[src/rtl/tss_chk_pkg.sv]
// Package: shared types for the task-state validity checker.
// Assumes selectors are 16 bits wide with index in 15..3, TI in bit 2, RPL in 1..0.
package tss_chk_pkg;

    // Slot order of the walk; the numeric order is the check order.
    typedef enum logic [2:0] {
        STG_LDT = 3'd0,
        STG_SS  = 3'd1,
        STG_CS  = 3'd2,
        STG_DS  = 3'd3,
        STG_ES  = 3'd4,
        STG_FS  = 3'd5,
        STG_GS  = 3'd6
    } stage_e;

    localparam int NUM_SLOTS = 7;
    localparam int SEL_W     = 16;
    localparam int IDX_W     = 13;

    // Control states of the walk.
    typedef enum logic [1:0] {
        ST_IDLE,
        ST_LIMIT,
        ST_STEP,
        ST_FETCH
    } walk_e;

    // System type code of a local descriptor table descriptor.
    localparam logic [3:0] LDT_SYS_TYPE = 4'b0010;

endpackage

[src/rtl/tss_walk_ctrl.sv]
// Module: walk controller. Captures the inputs on an accepted start, checks
// the task limit, then steps through the seven slots, issuing one table read
// per screened slot and stopping at the first failure. Holds the result.
// Assumes the screen, rule and code-forming logic are combinational.
module tss_walk_ctrl
    import tss_chk_pkg::*;
#(
    parameter int          LIM_W   = 20,
    parameter int          MIN_LIM = 103,
    parameter logic [7:0]  VEC     = 8'h0A
) (
    input  logic                          clk,
    input  logic                          rst_n,
    input  logic                          start,
    input  logic                          ext_event,
    input  logic [LIM_W-1:0]              tss_limit,
    input  logic [LIM_W-1:0]              gdt_limit,
    input  logic [NUM_SLOTS-1:0][SEL_W-1:0] sel_in,
    input  logic                          rd_ack,
    input  logic [LIM_W-1:0]              rd_limit,
    input  logic                          skip,
    input  logic                          pre_fail,
    input  logic                          desc_ok,
    input  logic [15:0]                   code_sel,
    input  logic [15:0]                   code_none,
    output stage_e                        stage,
    output logic [SEL_W-1:0]              cur_sel,
    output logic [LIM_W-1:0]              gdt_lim_q,
    output logic                          ldt_valid,
    output logic [LIM_W-1:0]              ldt_lim,
    output logic [1:0]                    cpl,
    output logic                          ext_q,
    output logic                          rd_req,
    output logic                          busy,
    output logic                          done,
    output logic                          fault,
    output logic [7:0]                    vector,
    output logic [15:0]                   err_code
);

    walk_e                          state_q;
    stage_e                         stage_q;
    logic [NUM_SLOTS-1:0][SEL_W-1:0] sel_q;
    logic [LIM_W-1:0]               tss_lim_q;
    logic [LIM_W-1:0]               gdt_q;
    logic                           ext_r;
    logic                           ldt_ok_q;
    logic [LIM_W-1:0]               ldt_lim_q;
    logic                           done_q;
    logic                           fault_q;
    logic [7:0]                     vec_q;
    logic [15:0]                    code_q;
    logic                           last_slot;

    // Current-slot view for the combinational helpers.
    always_comb begin
        stage     = stage_q;
        cur_sel   = sel_q[stage_q];
        gdt_lim_q = gdt_q;
        ldt_valid = ldt_ok_q;
        ldt_lim   = ldt_lim_q;
        cpl       = sel_q[STG_CS][1:0];
        ext_q     = ext_r;
        last_slot = (stage_q == STG_GS);
        rd_req    = (state_q == ST_FETCH);
        busy      = (state_q != ST_IDLE);
        done      = done_q;
        fault     = fault_q;
        vector    = vec_q;
        err_code  = code_q;
    end

    // Walk state machine, captured inputs and held result.
    always_ff @(posedge clk) begin
        if (!rst_n) begin
            state_q   <= ST_IDLE;
            stage_q   <= STG_LDT;
            sel_q     <= '0;
            tss_lim_q <= '0;
            gdt_q     <= '0;
            ext_r     <= 1'b0;
            ldt_ok_q  <= 1'b0;
            ldt_lim_q <= '0;
            done_q    <= 1'b0;
            fault_q   <= 1'b0;
            vec_q     <= '0;
            code_q    <= '0;
        end else begin
            done_q <= 1'b0;
            unique case (state_q)
                ST_IDLE: begin
                    if (start) begin
                        sel_q     <= sel_in;
                        tss_lim_q <= tss_limit;
                        gdt_q     <= gdt_limit;
                        ext_r     <= ext_event;
                        ldt_ok_q  <= 1'b0;
                        ldt_lim_q <= '0;
                        stage_q   <= STG_LDT;
                        fault_q   <= 1'b0;
                        vec_q     <= '0;
                        code_q    <= '0;
                        state_q   <= ST_LIMIT;
                    end
                end
                ST_LIMIT: begin
                    if (tss_lim_q < LIM_W'(MIN_LIM)) begin
                        done_q  <= 1'b1;
                        fault_q <= 1'b1;
                        vec_q   <= VEC;
                        code_q  <= code_none;
                        state_q <= ST_IDLE;
                    end else begin
                        state_q <= ST_STEP;
                    end
                end
                ST_STEP: begin
                    if (skip) begin
                        if (last_slot) begin
                            done_q  <= 1'b1;
                            state_q <= ST_IDLE;
                        end else begin
                            stage_q <= stage_e'(stage_q + 3'd1);
                        end
                    end else if (pre_fail) begin
                        done_q  <= 1'b1;
                        fault_q <= 1'b1;
                        vec_q   <= VEC;
                        code_q  <= code_sel;
                        state_q <= ST_IDLE;
                    end else begin
                        state_q <= ST_FETCH;
                    end
                end
                ST_FETCH: begin
                    if (rd_ack) begin
                        if (!desc_ok) begin
                            done_q  <= 1'b1;
                            fault_q <= 1'b1;
                            vec_q   <= VEC;
                            code_q  <= code_sel;
                            state_q <= ST_IDLE;
                        end else begin
                            if (stage_q == STG_LDT) begin
                                ldt_ok_q  <= 1'b1;
                                ldt_lim_q <= rd_limit;
                            end
                            if (last_slot) begin
                                done_q  <= 1'b1;
                                state_q <= ST_IDLE;
                            end else begin
                                stage_q <= stage_e'(stage_q + 3'd1);
                                state_q <= ST_STEP;
                            end
                        end
                    end
                end
                default: state_q <= ST_IDLE;
            endcase
        end
    end

endmodule

[config.mk]
export PLATFORM = sky130hd
export DESIGN_NAME = tss_walk_ctrl
export DESIGN_NICKNAME = d
export VERILOG_FILES = /design/src/rtl/tss_chk_pkg.sv /design/src/rtl/tss_walk_ctrl.sv
export SDC_FILE = /design/constraint.sdc
export NUM_CORES = 1
export LEC_CHECK = 0
export CAP_MARGIN = 10
export CORE_MARGIN = 2
export CORE_UTILIZATION = 46
export DETAILED_ROUTE_END_ITERATION = 7
export PLACE_DENSITY = 0.81
export SYNTH_ARGS = -nofsm -noshare
export SYNTH_HDL_FRONTEND = slang
export SYNTH_SLANG_ARGS = --single-unit
[constraint.sdc]
create_clock -name clk -period 2.4 [get_ports clk]
set_clock_uncertainty 0.2 [all_clocks]
set_input_delay 0.36 -clock clk [delete_from_list [all_inputs] [get_ports clk]]
set_output_delay 0.36 -clock clk [all_outputs]
set_load 0.01 [all_outputs]
After elaboration in Yosys (flattened, before gate mapping) --
Index checks and enable logic that the tools add are counted.
Cells by class: add/subtract/negate cells 1, $lt $le $gt $ge 2, eq/ne operators 14, mux-type cells 54, reduce and logical (&&, ||, !) cells 10
Operators with widths (count):
- 16-bit 2-to-1 mux | 7
- 20-bit 2-to-1 mux | 4
- 16-bit case mux with 4 select lines | 1
- 16-bit binary-select mux with 3-bit select | 1
- 8-bit 2-to-1 mux | 6
- 20-bit case mux with 2 select lines | 1
- 8-bit case mux with 4 select lines | 1
- 20-bit by 7-bit < comparator with 1-bit output (second input constant) | 1
- 2-bit 2-to-1 mux | 8
- 2-bit inequality test (second input constant) | 8
- 1-bit 2-to-1 mux | 15
- 3-bit 2-to-1 mux | 5
- 5-bit AND reduction | 2
- 3-bit case mux with 3 select lines | 1
- 2-bit case mux with 4 select lines | 1
- 6-bit AND reduction | 1
- 2-bit equality test (second input constant) | 2
- 3-bit by 4-bit < comparator with 1-bit output (second input constant) | 1
- 1-bit case mux with 4 select lines | 1
- 2-bit nonzero test | 2
- 3-bit by 1-bit adder with 3-bit output (second input constant) | 1
- 3-bit equality test (second input constant) | 1
- 3-bit logical NOT | 1
- 3-bit inequality test (second input constant) | 1
- 8 further kinds | 8
Word-level totals: register bits 205, input port bits 212, logic and storage cells 99

Logic depth before layout (Yosys ltp) --
Gate-level depths: netlist of the first run.
depth after elaboration 5, gate-level depth with buffers 9, mapped depth without buffers 6

Least setup slack after synthesis of the first run --
OpenSTA, ideal clock, no wires.
path kind register -> output, start point register stage_q[0], in the netlist stage[0], end point output port cur_sel[10], arrival 1806 ps, data required time 1840 ps, path slack 34 ps, cell stages (with the launch flop) 7, buffers on the path 2, path through dfxtp_1 -> clkbuf_1 -> inv_1 -> nor2_1 -> clkbuf_1 -> a21oi_1 -> o21ai_0
On the way: word-level cells in the longest chain between the ends 2
RTL lines:
- start, declared | RTL line tss_walk_ctrl.sv:42 | stage_e stage_q;
- start signal, assigned | RTL line tss_walk_ctrl.sv:123 | stage_q <= stage_e'(stage_q + 3'd1);
- start signal, assigned | RTL line tss_walk_ctrl.sv:152 | stage_q <= stage_e'(stage_q + 3'd1);
- 16-bit binary-select mux with 3-bit select | RTL line tss_walk_ctrl.sv:58 | cur_sel = sel_q[stage_q];
- 16-bit 2-to-1 mux (implied by the code) | RTL line tss_walk_ctrl.sv:58
- end, declared | RTL line tss_walk_ctrl.sv:27 | output logic [SEL_W-1:0] cur_sel,
No other way between the ends. The select of a mux whose other input is x is not followed.

Worst setup path in the final report of the first run --
start point register stage_q[0], in the netlist stage[0], end point output port cur_sel[9]
Same word-level chain as after synthesis.

==> results of run 1 <==
## worst max-delay path by stage
stage                  endpoint  cells after the start      from  slack (ps)
finish               cur_sel[9]                      5  stage[0]          30
global route        cur_sel[15]                      6  stage[0]         -50
CTS                  cur_sel[2]                      5  stage[0]         -60
detailed placement   cur_sel[2]                      6  stage[1]          30
global placement    cur_sel[13]                      6  stage[1]          50
floorplan           cur_sel[10]                      6  stage[0]          30
## power groups by stage
stage	Sequential [W]	Combinational, W	Clock [W]
after floorplan	0.00369	0.000893	0
after global placement	0.00370	0.00169	0
after detailed placement	0.00371	0.00171	0
after CTS	0.00365	0.00176	0.00294
after global routing	0.00368	0.00192	0.00307
final	0.00365	0.00175	0.00288
## worst max-delay path, stage by stage, from the launching register on
cell     delay (ps)
dfxtp_4         430
buf_12          140
mux4_2          520
nand2_2          90
o21ai_0          70
buf_2           150
## logic make-up (layout without fill, tap and decap cells)
| group | Yosys count | count (layout) |
|---|---|---|
| muxes | 51 | 51 |
| adders and majority gates | 3 | 3 |
| DFF | 197 | 197 |
| other | 1 | 7 |
| and+or+nand+nor | 426 | 426 |
| buffers and inverters | 104 | 371 |
| AOI/OAI and AO/OA | 257 | 257 |
## registers in the layout, indices dropped and copies added (netlist names), 2 cells and up
register   count
cpl            2
err_code      16
gdt_lim_q     20
ldt_lim       20
sel_q        110
stage          3
state_q        2
tss_lim_q     20
## routing by layer
metal	up-vias	GRT usage [%]
met1	3702	32.04
li1	3944	-
met3	46	6.041
met4	0	9.632
met2	282	41.67
met5	-	0
## final cells by class
class / count / area share, %
Sequential cell: 197 / 31.45
Multi-Input combinational cell: 743 / 34.48
Tap cell: 234 / 2.329
Inverter: 8 / 0.2389
Clock buffer: 19 / 3.603
Clock inverter: 13 / 1.174
Timing Repair Buffer: 331 / 26.70
Antenna cell: 1 / 0.01991
## per-stage QoR
step | area (um2) | cells | util (%) | total power, W | setup TNS [ps]
2_1_floorplan | 8687 | 1044 | - | 0.004583 | 0
3_3_place_gp | 11860 | 1505 | 63.83 | 0.005390 | 0
3_5_place_dp | 11860 | 1505 | 63.83 | 0.005422 | 0
4_1_cts | 12550 | 1544 | 67.56 | 0.008340 | -198.7
5_1_grt | 12570 | 1545 | 67.64 | 0.008665 | -262.4
6_report | 12570 | 1546 | 67.66 | 0.008289 | 0
## cells in the final DEF (no fill, tap or decap), types with 5 or more instances in the layout
| cell type | n |
|---|---|
| nand3_1 | 6 |
| buf_2 | 15 |
| mux2i_1 | 29 |
| nand2_1 | 377 |
| dfxtp_1 | 193 |
| o21ai_1 | 9 |
| clkdlybuf4s50_1 | 278 |
| a21boi_1 | 16 |
| a22o_1 | 17 |
| buf_4 | 19 |
| mux4_2 | 16 |
| nor3_1 | 5 |
| a21boi_0 | 158 |
| nor2_1 | 20 |
| inv_1 | 8 |
| clkbuf_16 | 17 |
| conb_1 | 6 |
| buf_12 | 15 |
| o21ai_0 | 27 |
| a21oi_1 | 14 |
## timing repair
item                                    CTS  global route
gates cloned                              2             0
buffers inserted                          5             2
endpoints found under the setup margin   17            17
resized for setup                        88            19
hold endpoints to repair                  0             0
pin swaps                                 2             6
==> flow_summary_export.csv, run 1 <==
group,metric,value,unit
cts,hold_buffers,0,
timing,post-route-min-period,2374,ps
place,post-place-ws,34.97,ps
detailed_routing,via_per_inst,5.158,
detailed_routing,met1_length,10820,um
critical_path,r2r_end,"ldt_lim[0]",
die,start_util,46.65,%
run_status,outcome,"finished, final reports clean",
die,die-area,19960,um2
critical_path,critical_path_required,1840,ps
detailed_routing,route.met3.wl,1791,um
synthesis,synth_edf_count,0,
synthesis,ys_ff_latch,197,
cells_and_area,drive_gt1_share,9.535,%
power_and_ir_drop,power.share.switching,27.07,%
global_routing,grt_max_degree,91,
detailed_routing,routed.top_layer,"met4",
synthesis,yosys.area_share.xor_xnor,0,%
cts,cts-htree-levels,4,
die,row_count,50,
run,drv_cap,0,
critical_path,cp.arrival,1810,ps
synthesis,yosys.area.top_type,"dfxtp_1",
detailed_routing,postRouteAntennaNets,0,
timing,rsz0062_at_grt,"true",
timing,max_freq,421.3,MHz
synthesis,synthAdderAreaFrac,0.4330,%
timing,hold_viol_final,0,
critical_path,reg2reg_setup_slack,330,ps
detailed_routing,vias,7974,
min_path,min-delay-start,"rst_n",
global_routing,grt_antenna_before_repair,0,
power_and_ir_drop,peakVddDrop,0.5038,mV
detailed_routing,detail_route.first_pass.iterations,5,
critical_path,crit_path_max_fanout,6,
place,place_congestion,0.8537,
cts,clkSlewWorstSetupHoldPaths,70,ps
timing,max_slew_margin,64.41,%
synthesis,asyncSetResetFlopFracSynth,0,%
timing,fin_hold_ws,214.0,ps
synthesis,yosys-top-cells-area,"dfxtp_1 (45%), nand2_1 (16%), a21boi_0 (14%), mux4_2 (4.2%), mux2i_1 (4.0%)",
detailed_routing,wl_per_cell,16.38,um
cells_and_area,synthToLayoutAreaGrowth,45.02,%
synthesis,seq_area_frac_synth,45.50,%
synthesis,synth_common_cells,"nand2_1 (379), dfxtp_1 (197), a21boi_0 (158)",
synthesis,synthMuxAreaShare,8.199,%
global_routing,grt_use_total,25.19,%
power_and_ir_drop,leakagePower,4.663,nW
critical_path,r2r_cells,9,
timing,period_share,98.90,%
detailed_routing,wl,25330,um
power_and_ir_drop,pwr-share-seq,44.1,%
critical_path,reg2reg_from,"stage[1]",
min_path,min_path_type,"in -> reg",
critical_path,critPathKind,"reg -> out",
cts,cts_buffer_depth,2,
power_and_ir_drop,intPower,0.006045,W
timing,tightest_slew,530.3,ps
global_routing,grt_pass1_wl,40070,um
synthesis,synth_top_area_share,45.50,%
power_and_ir_drop,pwr-share-comb,21.1,%
min_path,worstHoldPathCells,3,
power_and_ir_drop,clock_power_share,34.8,%
critical_path,start_kind,"flop",
global_routing,grt_pass1_vias,7795,
cells_and_area,fill_cells,1526,
detailed_routing,drt_iter0_drc,487,
cts,cts_sinks,197,
synthesis,synth_compound_area_share,21.05,%
timing,finalMaxSlewViolations,0,
synthesis,synth_top_family_by_area,"compound AO/OA/AOI/OAI gates",
detailed_routing,dr_wl_met2,12000,um
cts,cts_tree,"done",
detailed_routing,drc,0,
synthesis,yosysMostFrequentCell,"nand2_1",
place,portBuffers,296,
synthesis,synth.avg_cell_area,8.343,um2
die,core_area,18580,um2
power_and_ir_drop,p_switching,0.002244,W
die,die_x,141.3,um
synthesis,yosys_warnings,0,
synthesis,synthSimpleGateAreaFrac,19.11,%
synthesis,synth_top_flop_cell,"dfxtp_1",
timing,setup_viol,0,
synthesis,synthCells,1039,
cts,clock_latency,420,ps
min_path,hold_end,"vector[1]",
synthesis,yosys.cell_types.count,37,
cts,cts_made_buffers,17,
cells_and_area,seq_area,3954,um2
power_and_ir_drop,pwr_density_cell,659.4,nW/um2
cts,root_buffer,"clkbuf_16",
cells_and_area,multiInputGateArea,4334,um2
cells_and_area,layout.nets,1513,
synthesis,synth_area,8668,um2
die,fp.dieH,141.3,um
global_routing,gr-total-overflow,0,
timing,final.setup.worst_slack,26.34,ps
place,dp_hpwl,18160,um
critical_path,end_kind,"output port",
die,io_pins,303,
Note: power is estimated with default switching activity, not from simulation.
==> run 2, diff against run 1 <==
--- a/config.mk
+++ b/config.mk
@@ -5,9 +5,10 @@
 export SDC_FILE = /design/constraint.sdc
 export NUM_CORES = 1
 export LEC_CHECK = 0
+export ABC_AREA = 1
 export CAP_MARGIN = 10
 export CORE_MARGIN = 2
-export CORE_UTILIZATION = 46
+export CORE_UTILIZATION = 45
 export DETAILED_ROUTE_END_ITERATION = 7
 export PLACE_DENSITY = 0.81
 export SYNTH_ARGS = -nofsm -noshare
==> run 2 against run 1 <==
Compared with the run above: the run now ends with DRC left; worst hold slack worse by 72 ps; global-route usage increased by 1.2 points; clock power barely moved; largest power group unchanged.
==> flow_summary_export.csv, run 2 <==
group,metric,value,unit
critical_path,reg2reg_setup_slack,410,ps
place,dp_cells,1623,
timing,setup_tns,0,ps
place,portBuffers,296,
run_status,violations,"DRC",
cts,root_buffer,"clkbuf_16",
place,placed_cell_area,11430,um2
cells_and_area,layout_commonest_cell,"nor2_1",
synthesis,synth_edf_count,0,
power_and_ir_drop,peakVddDrop,0.6356,mV
power_and_ir_drop,power.share.switching,32.42,%
timing,max_freq,427.5,MHz
cts,cts_sinks,197,
timing,finalMaxSlewViolations,0,
synthesis,yosys-top-cells-area,"dfxtp_1 (47%), nor2_1 (19%), o21ai_0 (13%), nand2_1 (3.6%), a21oi_1 (2.8%)",
cells_and_area,fin_area,12020,um2
critical_path,critical_path_required,1840,ps
cells_and_area,drive_gt1_share,6.526,%
critical_path,critPathKind,"reg -> out",
global_routing,grt_pass1_vias,8146,
power_and_ir_drop,p_switching,0.003283,W
critical_path,end_kind,"output port",
critical_path,start_kind,"flop",
die,fp.dieH,140.1,um
timing,post-route-min-period,2339,ps
detailed_routing,wl,26610,um
cts,cts-htree-levels,4,
synthesis,synth_top_area_share,47.31,%
run,drv_cap,0,
cts,clock_latency,430,ps
die,core_area,18090,um2
global_routing,grt_antenna_before_repair,0,
place,place_congestion,0.9027,
detailed_routing,postRouteAntennaNets,0,
cells_and_area,layout.nets,1630,
detailed_routing,vias,8562,
critical_path,worst-path-buf-inv,3,
synthesis,synth_area,8337,um2
power_and_ir_drop,intPower,0.006842,W
synthesis,yosysMostFrequentCell,"nor2_1",
detailed_routing,drt_iter0_drc,597,
synthesis,synth_common_cells,"nor2_1 (414), o21ai_0 (222), dfxtp_1 (197)",
power_and_ir_drop,pwr_density_cell,842.1,nW/um2
power_and_ir_drop,clock_power_share,28.4,%
detailed_routing,drc,25,
critical_path,slowest_stage,"dfxtp_4",
cells_and_area,final_cells,1654,
die,die_x,140.1,um
cells_and_area,layout_common_cells,"nor2_1 (414), clkdlybuf4s50_1 (279), o21ai_0 (216)",
cts,post-cts-setup-buffer-count,0,
die,die-area,19630,um2
die,io_pins,303,
global_routing,grt_use_total,26.39,%
cells_and_area,num_antenna_cells,0,
critical_path,cp.arrival,1780,ps
cells_and_area,multiInputGateArea,3870,um2
power_and_ir_drop,pwr-share-comb,30.9,%
cells_and_area,synthToLayoutAreaGrowth,44.21,%
min_path,min_path_type,"in -> reg",
cells_and_area,largest_reg_flops,110,
cells_and_area,utilization,66.48,%
cts,cts_tree,"done",
timing,hold_viol_final,0,
cells_and_area,fill_cells,1583,
global_routing,grt_pass1_wl,41820,um
critical_path,path_delay_family,"buffers and inverters",
synthesis,yosys_warnings,0,
run_status,outcome,"complete, but fails checks",
critical_path,cp_cell_sequence,"inv_4 -> buf_12 -> nand3_1 -> o21ai_1 -> nor2_1 -> a31oi_1 -> clkdlybuf4s15_2",
synthesis,yosys.cell_types.count,30,
power_and_ir_drop,pwr-share-seq,40.7,%
synthesis,synth_top_flop_cell,"dfxtp_1",
critical_path,max_stage_delay,370,ps
synthesis,asyncSetResetFlopFracSynth,0,%
timing,setup_viol,0,
cells_and_area,top_register,"sel_q",
synthesis,seq_area_frac_synth,47.31,%
synthesis,synthCells,1166,
cts,cts_made_buffers,17,
cts,clkSlewWorstSetupHoldPaths,70,ps
global_routing,gr-total-overflow,0,
timing,fin_hold_ws,142.4,ps
die,start_util,46.09,%
place,dp_hpwl,19000,um
synthesis,synth.avg_cell_area,7.150,um2
timing,period_share,97.48,%
cts,cts_buffer_depth,2,
global_routing,grt_max_degree,125,
synthesis,ys_ff_latch,197,
detailed_routing,via_per_inst,5.177,
detailed_routing,wl_per_cell,16.09,um
synthesis,yosys.area.top_type,"dfxtp_1",
cells_and_area,seq_area,3949,um2
die,row_count,49,
critical_path,crit_path_max_fanout,17,
detailed_routing,detail_route.first_pass.iterations,8,
power_and_ir_drop,leakagePower,4.837,nW
==> run 2: per-layer routing <==
metal	up-vias	part of all wire (%)	track usage, %
li1	4285	-	-
met1	3931	41	31.99
met2	311	49	46.98
met3	35	7.0	5.949
met4	0	2.1	7.762
met5	-	0	0
==> run 2: worst register-to-register path: stages, from the launching register on <==
cell and delay, ps:
dfxtp_4 390, inv_4 70, clkbuf_16 180, ha_1 230, nand2_1 110, o21ai_0 100, nor3_2 310, inv_1 130
nand2_1 70, a21oi_1 80
==> run 2: cells by family after synthesis <==
logic type	synth area share, %
AND/OR/NAND/NOR	26.41
AO/OA/AOI/OAI	19.29
flip-flops	47.31
buffers and inverters	6.499
adder cells (fa/ha/maj)	0.4503
other	0.04498
==> run 2: stage by stage <==
step                      power [W]  setup WS, ps
after floorplan            0.005881         329.3
after global placement     0.007258         104.6
after detailed placement   0.007301         107.1
after CTS                   0.01013        -6.257
after global routing        0.01068       -0.8733
final                       0.01012         60.55
==> run 2: cell type report <==
class	count	area share, %
Inverter	20	0.6869
Timing Repair Buffer	320	27.02
Sequential cell	197	32.84
Clock inverter	8	1.051
Multi-Input combinational cell	859	32.19
Clock buffer	21	3.830
Tap cell	229	2.383
==> run 2: power groups by stage <==
| stage | combinational [W] | clock, W | sequential, W |
|---|---|---|---|
| 2_1_floorplan | 0.00179 | 0 | 0.00409 |
| 3_3_place_gp | 0.00309 | 0 | 0.00417 |
| 3_5_place_dp | 0.00313 | 0 | 0.00417 |
| 4_1_cts | 0.00311 | 0.00291 | 0.00411 |
| 5_1_grt | 0.00345 | 0.00306 | 0.00417 |
| 6_report | 0.00313 | 0.00287 | 0.00413 |
==> run 2: worst paths after layout <==
| kind | from | endpoint | depth (start not counted) |
|---|---|---|---|
| max | stage[0] | cur_sel[3] | 7 |
| min | rst_n | tss_lim_q[3] | 3 |
| max reg2reg | stage[0] | stage[0] | 9 |
| min reg2reg | tss_lim_q[18] | tss_lim_q[18] | 2 |
==> run 2: repair_timing <==
action                     CTS  global route
pin swaps                    0             3
gates resized for setup     41            25
gates cloned                 0             2
hold buffers                 0             0
setup endpoints to repair   17            16
